==> config.mk <==
export PLATFORM = sky130hd
export DESIGN_NAME = lsm_seq
export DESIGN_NICKNAME = d
export VERILOG_FILES = /design/src/rtl/lsm_pkg.sv /design/src/rtl/lsm_pick.sv /design/src/rtl/lsm_wbcalc.sv /design/src/rtl/lsm_seq.sv
export SDC_FILE = /design/constraint.sdc
export NUM_CORES = 1
export LEC_CHECK = 0
export BUFFER_PORTS_ARGS = -buffer_cell sky130_fd_sc_hd__buf_2
export CAP_MARGIN = 15
export CORE_MARGIN = 10
export CORE_UTILIZATION = 50
export DETAILED_ROUTE_END_ITERATION = 8
export GPL_TIMING_DRIVEN = 0
export PLACE_DENSITY_LB_ADDON = 0.05
export RECOVER_POWER = 100
export SYNTH_ARGS = -nofsm -noshare
export SYNTH_HDL_FRONTEND = slang
export SYNTH_SLANG_ARGS = --single-unit
==> constraint.sdc <==
create_clock -name clk -period 3.88 [get_ports clk]
set_input_delay 0.582 -clock clk [delete_from_list [all_inputs] [get_ports clk]]
set_output_delay 0.582 -clock clk [all_outputs]
set_load 0.05 [all_outputs]
==> src/rtl/lsm_pkg.sv <==
package lsm_pkg;
  localparam int unsigned OPC_PRE   = 24;
  localparam int unsigned OPC_UP    = 23;
  localparam int unsigned OPC_SBIT  = 22;
  localparam int unsigned OPC_WB    = 21;
  localparam int unsigned OPC_LOAD  = 20;
  localparam int unsigned OPC_RN_LO = 16;

  typedef enum logic [1:0] {
    ST_IDLE = 2'd0,
    ST_XFER = 2'd1,
    ST_FIN  = 2'd2
  } lsm_state_e;
endpackage

==> src/rtl/lsm_pick.sv <==
module lsm_pick #(
  parameter int unsigned NREG = 16,
  localparam int unsigned IDXW = $clog2(NREG)
) (
  input  logic [NREG-1:0] mask,
  input  logic            up,
  output logic [IDXW-1:0] idx,
  output logic [NREG-1:0] rest
);
  logic [IDXW-1:0] lo_idx, hi_idx;
  logic            lo_found;

  // lowest set bit for ascending walk, highest for descending walk
  always_comb begin
    lo_idx   = '0;
    hi_idx   = '0;
    lo_found = 1'b0;
    for (int i = 0; i < int'(NREG); i++) begin
      if (mask[i] && !lo_found) begin
        lo_idx   = IDXW'(i);
        lo_found = 1'b1;
      end
      if (mask[i]) hi_idx = IDXW'(i);
    end
  end

  assign idx  = up ? lo_idx : hi_idx;
  assign rest = mask & ~(NREG'(1) << idx);
endmodule

==> src/rtl/lsm_wbcalc.sv <==
module lsm_wbcalc #(
  parameter int unsigned NREG = 16,
  parameter int unsigned AW   = 32,
  localparam int unsigned CW  = $clog2(NREG + 1)
) (
  input  logic [NREG-1:0] mask,
  input  logic [AW-1:0]   base,
  input  logic            up,
  input  logic            pre,
  output logic [AW-1:0]   first_addr,
  output logic [AW-1:0]   wb_val
);
  localparam logic [AW-1:0] STEP = AW'(4);

  logic [CW-1:0] cnt;
  logic [AW-1:0] span;

  always_comb begin
    cnt = '0;
    for (int i = 0; i < int'(NREG); i++) cnt = cnt + CW'(mask[i]);
  end

  assign span       = AW'({cnt, 2'b00});
  // first address; R9: updated base
  assign first_addr = pre ? (up ? base + STEP : base - STEP) : base;
  assign wb_val     = up ? base + span : base - span;
endmodule

==> src/rtl/lsm_seq.sv <==
module lsm_seq #(
  parameter int unsigned NREG   = 16,
  parameter int unsigned AW     = 32,
  parameter int unsigned DW     = 32,
  parameter int unsigned PC_OFS = 8,
  localparam int unsigned IDXW  = $clog2(NREG)
) (
  input  logic            clk,
  input  logic            rst_n,
  input  logic            start,
  input  logic [31:0]     opcode,
  input  logic [AW-1:0]   base_val,
  output logic            busy,
  output logic            done,
  output logic            unsup_op,
  output logic            mem_req,
  output logic            mem_we,
  output logic [AW-1:0]   mem_addr,
  output logic [DW-1:0]   mem_wdata,
  input  logic [DW-1:0]   mem_rdata,
  input  logic            mem_ready,
  output logic [IDXW-1:0] rf_raddr,
  input  logic [DW-1:0]   rf_rdata,
  output logic            rf_we,
  output logic [IDXW-1:0] rf_waddr,
  output logic [DW-1:0]   rf_wdata,
  output logic            wb_en,
  output logic [IDXW-1:0] wb_idx,
  output logic [AW-1:0]   wb_val
);
  import lsm_pkg::*;

  localparam logic [AW-1:0]   STEP   = AW'(4);
  localparam logic [IDXW-1:0] PC_IDX = IDXW'(NREG - 1);

  lsm_state_e      state_q, state_d;
  logic [NREG-1:0] mask_q, mask_d;
  logic [AW-1:0]   addr_q, addr_d;
  logic [AW-1:0]   wbv_q;
  logic [IDXW-1:0] rn_q;
  logic            up_q, load_q, wbit_q, sbit_q, nz_q;

  logic            accept, beat;
  logic [IDXW-1:0] pick_idx;
  logic [NREG-1:0] pick_rest;
  logic [AW-1:0]   calc_first, calc_wb;
  logic [NREG-1:0] in_mask;

  assign in_mask = opcode[NREG-1:0];
  assign accept  = (state_q == ST_IDLE) && start;
  assign beat    = (state_q == ST_XFER) && mem_ready;

  lsm_pick #(.NREG(NREG)) u_pick (
    .mask (mask_q),
    .up   (up_q),
    .idx  (pick_idx),
    .rest (pick_rest)
  );

  lsm_wbcalc #(.NREG(NREG), .AW(AW)) u_calc (
    .mask       (in_mask),
    .base       (base_val),
    .up         (opcode[OPC_UP]),
    .pre        (opcode[OPC_PRE]),
    .first_addr (calc_first),
    .wb_val     (calc_wb)
  );

  // next state
  always_comb begin
    state_d = state_q;
    mask_d  = mask_q;
    addr_d  = addr_q;
    unique case (state_q)
      ST_IDLE: if (start) begin
        mask_d = in_mask;
        addr_d = calc_first;
        if (opcode[OPC_SBIT] || (in_mask == '0)) state_d = ST_FIN;
        else                                     state_d = ST_XFER;
      end
      ST_XFER: if (mem_ready) begin
        mask_d = pick_rest;
        addr_d = up_q ? addr_q + STEP : addr_q - STEP;
        if (pick_rest == '0) state_d = ST_FIN;
      end
      ST_FIN:  state_d = ST_IDLE;
      default: state_d = ST_IDLE;
    endcase
  end

  // registers
  always_ff @(posedge clk or negedge rst_n) begin
    if (!rst_n) begin
      state_q <= ST_IDLE;
      mask_q  <= '0;
      addr_q  <= '0;
      wbv_q   <= '0;
      rn_q    <= '0;
      up_q    <= 1'b0;
      load_q  <= 1'b0;
      wbit_q  <= 1'b0;
      sbit_q  <= 1'b0;
      nz_q    <= 1'b0;
    end else begin
      state_q <= state_d;
      if (accept || beat) begin
        mask_q <= mask_d;
        addr_q <= addr_d;
      end
      if (accept) begin
        wbv_q  <= calc_wb;
        rn_q   <= opcode[OPC_RN_LO +: IDXW];
        up_q   <= opcode[OPC_UP];
        load_q <= opcode[OPC_LOAD];
        wbit_q <= opcode[OPC_WB];
        sbit_q <= opcode[OPC_SBIT];
        nz_q   <= |in_mask;
      end
    end
  end

  // outputs
  assign busy      = (state_q != ST_IDLE);
  assign mem_req   = (state_q == ST_XFER);
  assign mem_we    = !load_q;
  assign mem_addr  = {addr_q[AW-1:2], 2'b00};
  assign rf_raddr  = pick_idx;
  assign mem_wdata = (pick_idx == PC_IDX) ? rf_rdata + DW'(PC_OFS) : rf_rdata;
  assign rf_we     = beat && load_q;
  assign rf_waddr  = pick_idx;
  assign rf_wdata  = mem_rdata;
  assign done      = (state_q == ST_FIN);
  assign unsup_op  = done && sbit_q;
  assign wb_en     = done && wbit_q && !sbit_q && nz_q;
  assign wb_idx    = rn_q;
  assign wb_val    = wbv_q;

  // assertions
  a_r8_hold_stall: assert property (@(posedge clk) disable iff (!rst_n)
    (mem_req && !mem_ready) |=> (mem_req && $stable(mem_addr) && $stable(rf_raddr) && $stable(mem_we)));

  // consecutive beats step by one word in the walking direction
  a_r3_addr_step: assert property (@(posedge clk) disable iff (!rst_n)
    (mem_req && mem_ready) |=>
      (!mem_req || (mem_addr == (up_q ? $past(mem_addr) + STEP : $past(mem_addr) - STEP))));

  a_r10_done_pulse: assert property (@(posedge clk) disable iff (!rst_n)
    done |=> (!done && !busy));

  a_r12_unsup_no_wb: assert property (@(posedge clk) disable iff (!rst_n)
    unsup_op |-> (done && !wb_en && !$past(mem_req)));

  a_r9_wb_after_xfer: assert property (@(posedge clk) disable iff (!rst_n)
    wb_en |-> $past(mem_req && mem_ready));

  a_r7_rf_we_only_on_beat: assert property (@(posedge clk) disable iff (!rst_n)
    rf_we |-> (mem_req && mem_ready && !mem_we));
endmodule

==> results of run 1 <==
==> power breakdown <==
part | total, mW | leakage (nW) | switching [mW] | internal, mW
Clock | 0.910 | 0.140 | 0.456 | 0.455
Sequential | 1.87 | 1.07 | 0.473 | 1.40
Combinational | 10.5 | 4.69 | 6.54 | 3.99
Total | 13.3 | 5.89 | 7.47 | 5.84
==> flip-flops by register name, indices dropped and copies added (netlist names) <==
register and cells:
wb_idx 4, load_q 1, state_q 2, addr_q 30, wbit_q 1, up_q 1
nz_q 1, mask_q 16, sbit_q 1, wb_val 32
==> cell families after synthesis <==
group                      Yosys count
adders and majority gates          108
and+or+nand+nor                    367
AOI/OAI and AO/OA                  422
muxes                               19
xor gates and xnor gates           108
DFF                                 89
buffers and inverters              139
other                                1
==> critical path: cells and delay by family <==
kind	cells	cell delay, ns
adders and majority gates	10	3.66
AOI/OAI and AO/OA	9	1.64
buffers and inverters	7	0.42
and+or+nand+nor	3	0.32
muxes	1	0.17
==> timing repair <==
action | CTS | global route
resized for setup | 75 | 92
setup endpoints to repair | 69 | 65
pin swaps | 49 | 67
hold endpoints to repair | 0 | 0
buffers inserted | 30 | 20
gates cloned | 1 | 0
==> worst max path at each step <==
stage,slack [ns],cells after the start,endpoint
finish,-2.66,30,wb_val[31]
global route,-2.91,27,wb_val[30]
CTS,-2.70,28,wb_val[30]
detailed placement,-3.84,27,wb_val[30]
global placement,-3.81,27,wb_val[30]
floorplan,-2.84,27,wb_val[30]
==> cell type report <==
type | instances | area share [%]
clock inverter | 7 | 0.534
sequential | 89 | 17.3
multi-input combinational | 1026 | 60.7
inverter | 60 | 1.91
timing repair inverter | 1 | 0.0583
buffer | 78 | 3.66
tap | 265 | 2.57
antenna | 1 | 0.0194
timing repair buffer | 279 | 11.5
clock buffer | 9 | 1.75
==> routing by layer <==
layer  up-vias  wire, µm  share of wire (%)  track usage [%]
met5         -        11              0.031                0
met4         2       775                2.2             7.07
met3        61      2500                7.0             6.10
met2       374     17400                 49             42.5
met1      4975     15000                 42             32.0
li1       5096         -                  -                -
==> metrics by stage <==
stage | hold slack, ns | std cells
6_report | 0.400 | 1815
5_1_grt | 0.409 | 1815
4_1_cts | 0.174 | 1799
3_5_place_dp | 0.451 | 1753
3_3_place_gp | 0.447 | 1752
2_1_floorplan | 0.286 | 1254
==> placed cells by master, fill, tap and decap left out, types with 8 or more instances in the layout <==
| cell type | instances |
|---|---|
| o21bai_1 | 14 |
| clkbuf_16 | 9 |
| clkbuf_1 | 138 |
| inv_2 | 8 |
| nor4_1 | 8 |
| nor3_1 | 13 |
| fa_1 | 10 |
| o22ai_1 | 8 |
| buf_6 | 15 |
| nand3_1 | 28 |
| ha_1 | 83 |
| and3_1 | 11 |
| a211oi_1 | 23 |
| a22o_1 | 8 |
| nor2b_1 | 9 |
| a21o_1 | 43 |
| nor2_1 | 80 |
| mux2i_1 | 16 |
| inv_1 | 48 |
| dfrtp_1 | 82 |
| nand4_1 | 15 |
| a21oi_1 | 92 |
| buf_1 | 8 |
| buf_4 | 84 |
| o21ai_1 | 25 |
| o21ai_0 | 91 |
| xnor2_2 | 30 |
| a31oi_1 | 9 |
| buf_2 | 101 |
| a21oi_2 | 15 |
| xnor2_1 | 41 |
| nand2b_1 | 11 |
| nand2_1 | 141 |
| xor2_1 | 31 |
==> reports/results.ini, run 1 <==
[setup_path]
cp.required_ns=4.13
cp_slowest_cell=fa_1
crit_top_cell=fa_1
timing.rr.start=up_q
critPathKind=input pin to flip-flop
start_kind=input pin
max_stage_delay_ns=0.49
critPathCaptureType=flip-flop
path_max_fanout=3
r2r_cells=12
arrival_ns=6.79
reg2reg_slack_ns=0.39
startpoint=opcode[1]
r2r-end=addr_q[31]

[clock_tree]
cts_sinks=89
cts_made_buffers=9
cts_htree_levels=3
cts.path.max_buffers=2
root_buffer=clkbuf_16
cts_tree=yes
clkLatencyLatePin_ns=0.37
path_clk_slew_ns=0.08
holdBufCountCts=0

[timing]
period_share_pct=168
setup_viol=69
finalHoldViolations=0
slew_headroom_pct=-19.9
rsz0062_at_grt=true
fin_setup_tns_ns=-69.39
period_needed_ns=6.54
slew_viol_final=92
final.setup_skew_ns=0.0178
fmax_ghz=0.153
tightest_slew_ns=1.80
fin_ws_ns=-2.66

[finish]
fillers=1766
final_area_um2=12900
layout-drive-gt1-share_pct=24.4
final_nets=1784
multiInputGateArea_um2=7820
area_growth_pct=28.7
final_util_pct=65.8
register_area_um2=2240

[synthesis]
synth-warning-count=0
netlist_top_cells_count=146 x nand2_1, 117 x o21ai_0, 107 x a21oi_1
synth_top_area_share_pct=22.2
yosysSeqAreaShare_pct=22.2
synth_mux_area_share_pct=1.94
synth_largest_area_cell=dfrtp_1
yosysUniqueCellTypes=88
ys.flop_type=dfrtp_1
syn_inst=1253
synth-async-reset-ratio_pct=100
synth_top_family_by_area=compound AO/OA/AOI/OAI gates
syn_area_um2=10000
synth-adder-area-share_pct=14.5
synth_compound_area_share_pct=27.3
synth_edf_count=0
syn_area_per_cell_um2=7.99
netlist_top_cells_area=dfrtp_1 22%, ha_1 12%, xnor2_1 6.4%, o21ai_0 5.8%, nand2_1 5.5%
yosys.area_share.simple_pct=17.6
ys_ff_latch=89
yosys.area_share.xor_xnor_pct=9.44
synth.most_common_cell=nand2_1

[placement]
place_ws_ns=-3.84
io_buffers=233
place.gp.congestion=0.971
dpl.hpwl_um=27400
place_area_um2=11800

[power]
totalPowerFinal_mw=13.3
p_leak_nw=5.89
worst_ir_drop_vdd_mv=0.613
p_per_area_nw_per_um2=1030

[floorplan]
rows=51
die_w_um=162
die_h_um=162
initial_utilization_pct=51.1
core_area_um2=19600
dieArea_um2=26100
ios=279

[run_status]
outcome=complete, but fails checks
violations=max-capacitance violations, max-slew violations, negative setup slack

[routing]
drtIter0Drc=644
avgRoutedWirePerCell_um=19.6
ant_nets=0
drc_errors=0
drt_wl_total_um=35600
num_vias=10500
routed_via_density=5.79
first_pass_iters=5

[worst_hold_path]
min_from=base_val[1]
whs_path_depth=3
worstHoldPathType=input pin to flip-flop
hold_end=wb_val[1]

[grt]
grt_max_degree=62
grt_pass1_wl_um=53800
antenna_found_initial=2
overflow=0
grt_usage_pct=25.4
grt_pass1_vias=10000

[run]
maxCapViolCount=2

(Power assumes the default switching activity.)
==> run 2, diff against run 1 <==
ABC_AREA = 1   (was unset)
==> reports/results.ini, run 2 <==
[run_status]
outcome=complete, but fails checks
violations=max-capacitance violations, max-slew violations, negative setup slack

[setup_path]
critPathCaptureType=flip-flop
max_stage_delay_ns=0.52  ; +0.03 ns
start_kind=input pin
path_max_fanout=4  ; +1
critPathKind=input pin to flip-flop
arrival_ns=6.51  ; -0.28 ns
cp.required_ns=4.11  ; -0.02 ns
cp_slowest_cell=fa_1
crit_top_cell=fa_1

[grt]
grt_usage_pct=27.4  ; +1.9 points
grt_busiest_layer=met2
grt_pass1_vias=11700  ; +17%
overflow=0  ; unchanged
grt_max_degree=69  ; +11%
grt_pass1_wl_um=59800  ; +11%
use_met2_pct=46.1  ; +3.5 points
antenna_found_initial=1  ; -1
grt_use_met3_pct=5.45  ; -0.65 points
grtUsageMet1_pct=34.4  ; +2.4 points

[clock_tree]
holdBufCountCts=0  ; unchanged
cts_htree_levels=3  ; unchanged
cts_sinks=89  ; unchanged
root_buffer=clkbuf_16
clkLatencyLatePin_ns=0.36  ; about the same
cts.path.max_buffers=2  ; unchanged
path_clk_slew_ns=0.07  ; about the same
cts_made_buffers=9  ; unchanged
cts_tree=yes

[floorplan]
die_h_um=165  ; +1.8%
core_area_um2=20400  ; +4.0%
rows=52  ; +2.0%
dieArea_um2=27100  ; +3.7%
die_w_um=165  ; +1.8%
ios=279  ; unchanged
initial_utilization_pct=51.3  ; +0.15 points

[run]
maxCapViolCount=1  ; -1

[synthesis]
yosysSeqAreaShare_pct=21.3  ; -0.91 points
synth_largest_area_cell=dfrtp_1
synth-async-reset-ratio_pct=100  ; unchanged
netlist_top_cells_area=dfrtp_1 21%, nand2_1 12%, ha_1 11%, a21oi_1 6.7%, o21ai_0 6.5%
synth_edf_count=0  ; unchanged
synth-warning-count=0  ; unchanged
synth_top_area_share_pct=21.3  ; -0.91 points
ys.flop_type=dfrtp_1
netlist_top_cells_count=321 x nand2_1, 170 x nor2_1, 156 x inv_1
syn_area_per_cell_um2=6.71  ; -16%
syn_inst=1556  ; +24%
ys_ff_latch=89  ; unchanged
synth.most_common_cell=nand2_1
yosysUniqueCellTypes=61  ; -31%
syn_area_um2=10400  ; +4.3%

[placement]
dpl.hpwl_um=31200  ; +14%
io_buffers=233  ; unchanged
place.gp.congestion=0.975  ; +0.44%

[finish]
area_growth_pct=25.1
largest_reg_flops=32  ; unchanged
layout-drive-gt1-share_pct=19.7  ; -4.7 points
final_common_cell=nand2_1
final_nets=2081  ; +17%
fillers=1899  ; +7.5%
register_area_um2=2230  ; -0.39%
insertedDiodeCount=0  ; -1
mostFrequentLayoutCells=308 x nand2_1, 167 x nor2_1, 144 x inv_1, 138 x clkbuf_1, 124 x a21oi_1
multiInputGateArea_um2=7680  ; -1.8%

[power]
p_leak_nw=6.13  ; +4.1%
sw_frac_of_total_pct=59.1  ; +3.0 points
totalPowerFinal_mw=12.7  ; -4.5%
intPower_mw=5.20  ; -11%
p_clk_share_pct=8.0  ; +1.2 points
power.share.combinational_pct=77.8  ; -1.3 points
power_switching_mw=7.51  ; +0.57%
worst_ir_drop_vdd_mv=0.566  ; -7.7%
seq_power_share_pct=14.2  ; about the same
p_per_area_nw_per_um2=973  ; -5.8%

[timing]
final.setup_skew_ns=0.0100  ; -0.00779 ns
setup_viol=29  ; -58%
period_share_pct=162  ; -6.5 points
slew_headroom_pct=-19.2  ; +0.73 points
finalHoldViolations=0  ; unchanged
hold_slack_ns=0.413  ; +0.0127 ns
slew_viol_final=69  ; -25%
period_needed_ns=6.28  ; -0.253 ns
fmax_ghz=0.159  ; +4.0%
fin_setup_tns_ns=-56.86  ; +12.53 ns
fin_ws_ns=-2.40  ; +0.253 ns
rsz0062_at_grt=true
tightest_slew_ns=1.79  ; -0.0110 ns

[routing]
first_pass_iters=5  ; unchanged
avgRoutedWirePerCell_um=18.4  ; -6.0%
ant_nets=0  ; unchanged
drc_errors=0  ; unchanged
drt_wl_total_um=39000  ; +9.6%
routed_via_density=5.63  ; -2.7%
drtIter0Drc=1162  ; +80%
num_vias=11900  ; +13%

[worst_hold_path]
worstHoldPathType=input pin to flip-flop

-- run 2: changes by cell type after synthesis, sizes merged, moves of 25 or more --
cell	delta
a21o	-40
a211oi	-25
a21oi	+33
inv	+103
nand2	+184
xnor2	-38
o21ai	+32
nor2	+92
-- run 2: layout make-up --
type | instances | share of cell area (%)
timing repair buffer | 272 | 10.7
tap | 270 | 2.58
inverter | 166 | 4.94
multi-input combinational | 1226 | 58.8
timing repair inverter | 1 | 0.0383
clock inverter | 7 | 0.843
clock buffer | 9 | 1.72
buffer | 76 | 3.37
sequential | 89 | 17.0
-- run 2: kinds of logic after synthesis --
logic type | Yosys count | share of synthesized area [%]
AO/OA/AOI/OAI | 395 | 21.3
XOR/XNOR | 83 | 6.96
adder cells (fa/ha/maj) | 108 | 13.9
buffers and inverters | 242 | 10.3
flip-flops | 89 | 21.3
other | 1 | 0.0359
AND/OR/NAND/NOR | 638 | 26.2
-- run 2: per-layer routing --
metal,vias to the layer above,routed length (µm)
met1,5579,16200
met3,64,3100
li1,5792,-
met5,-,13
met4,2,1140
met2,486,18600
-- run 2: critical path: cells and delay by family --
kind | cells | cell delay, ns
fa+ha+maj | 8 | 3.33
compound gates | 6 | 0.89
buf+inv | 10 | 0.74
simple gates | 5 | 0.58
xor+xnor | 2 | 0.36
-- run 2: per-stage QoR --
step           instances  cell area, µm²  worst slack [ns]  utilization [%]
2_1_floorplan       1557           10600             -2.36                -
3_3_place_gp        2060           12100             -3.07             59.4
3_5_place_dp        2061           12100             -3.14             59.6
4_1_cts             2107           13000             -2.24             63.6
5_1_grt             2116           13100             -2.63             64.2
6_report            2116           13100             -2.40             64.2
-- run 2: power groups by stage --
stage          logic, mW  clock network (mW)  registers, mW
5_1_grt             10.8                1.06           1.86
4_1_cts             9.54                1.03           1.79
3_5_place_dp        8.86                   0           1.79
6_report            9.90                1.01           1.81
3_3_place_gp        8.78                   0           1.78
2_1_floorplan       5.59                   0           2.88
-- run 2: worst paths after layout --
path                             from    endpoint  slack, ns  cells after the start
setup / recovery            opcode[1]  wb_val[22]      -2.40                     31
hold / removal             opcode[17]   wb_idx[1]       0.41                      3
setup reg to reg                 up_q  addr_q[30]       0.25                     17
hold reg to reg             wb_val[1]   wb_val[1]       0.48                      2
max in group asynchronous       rst_n  wb_val[27]       1.02                      2
min in group asynchronous       rst_n  addr_q[13]       0.48                      1
-- run 2: timing repair --
item | in CTS | in global routing
pin swaps | 40 | 13
setup buffers | 29 | 13
setup endpoints to repair | 49 | 48
cloned | 1 | 0
resized for setup | 71 | 56
hold endpoints to repair | 0 | 0
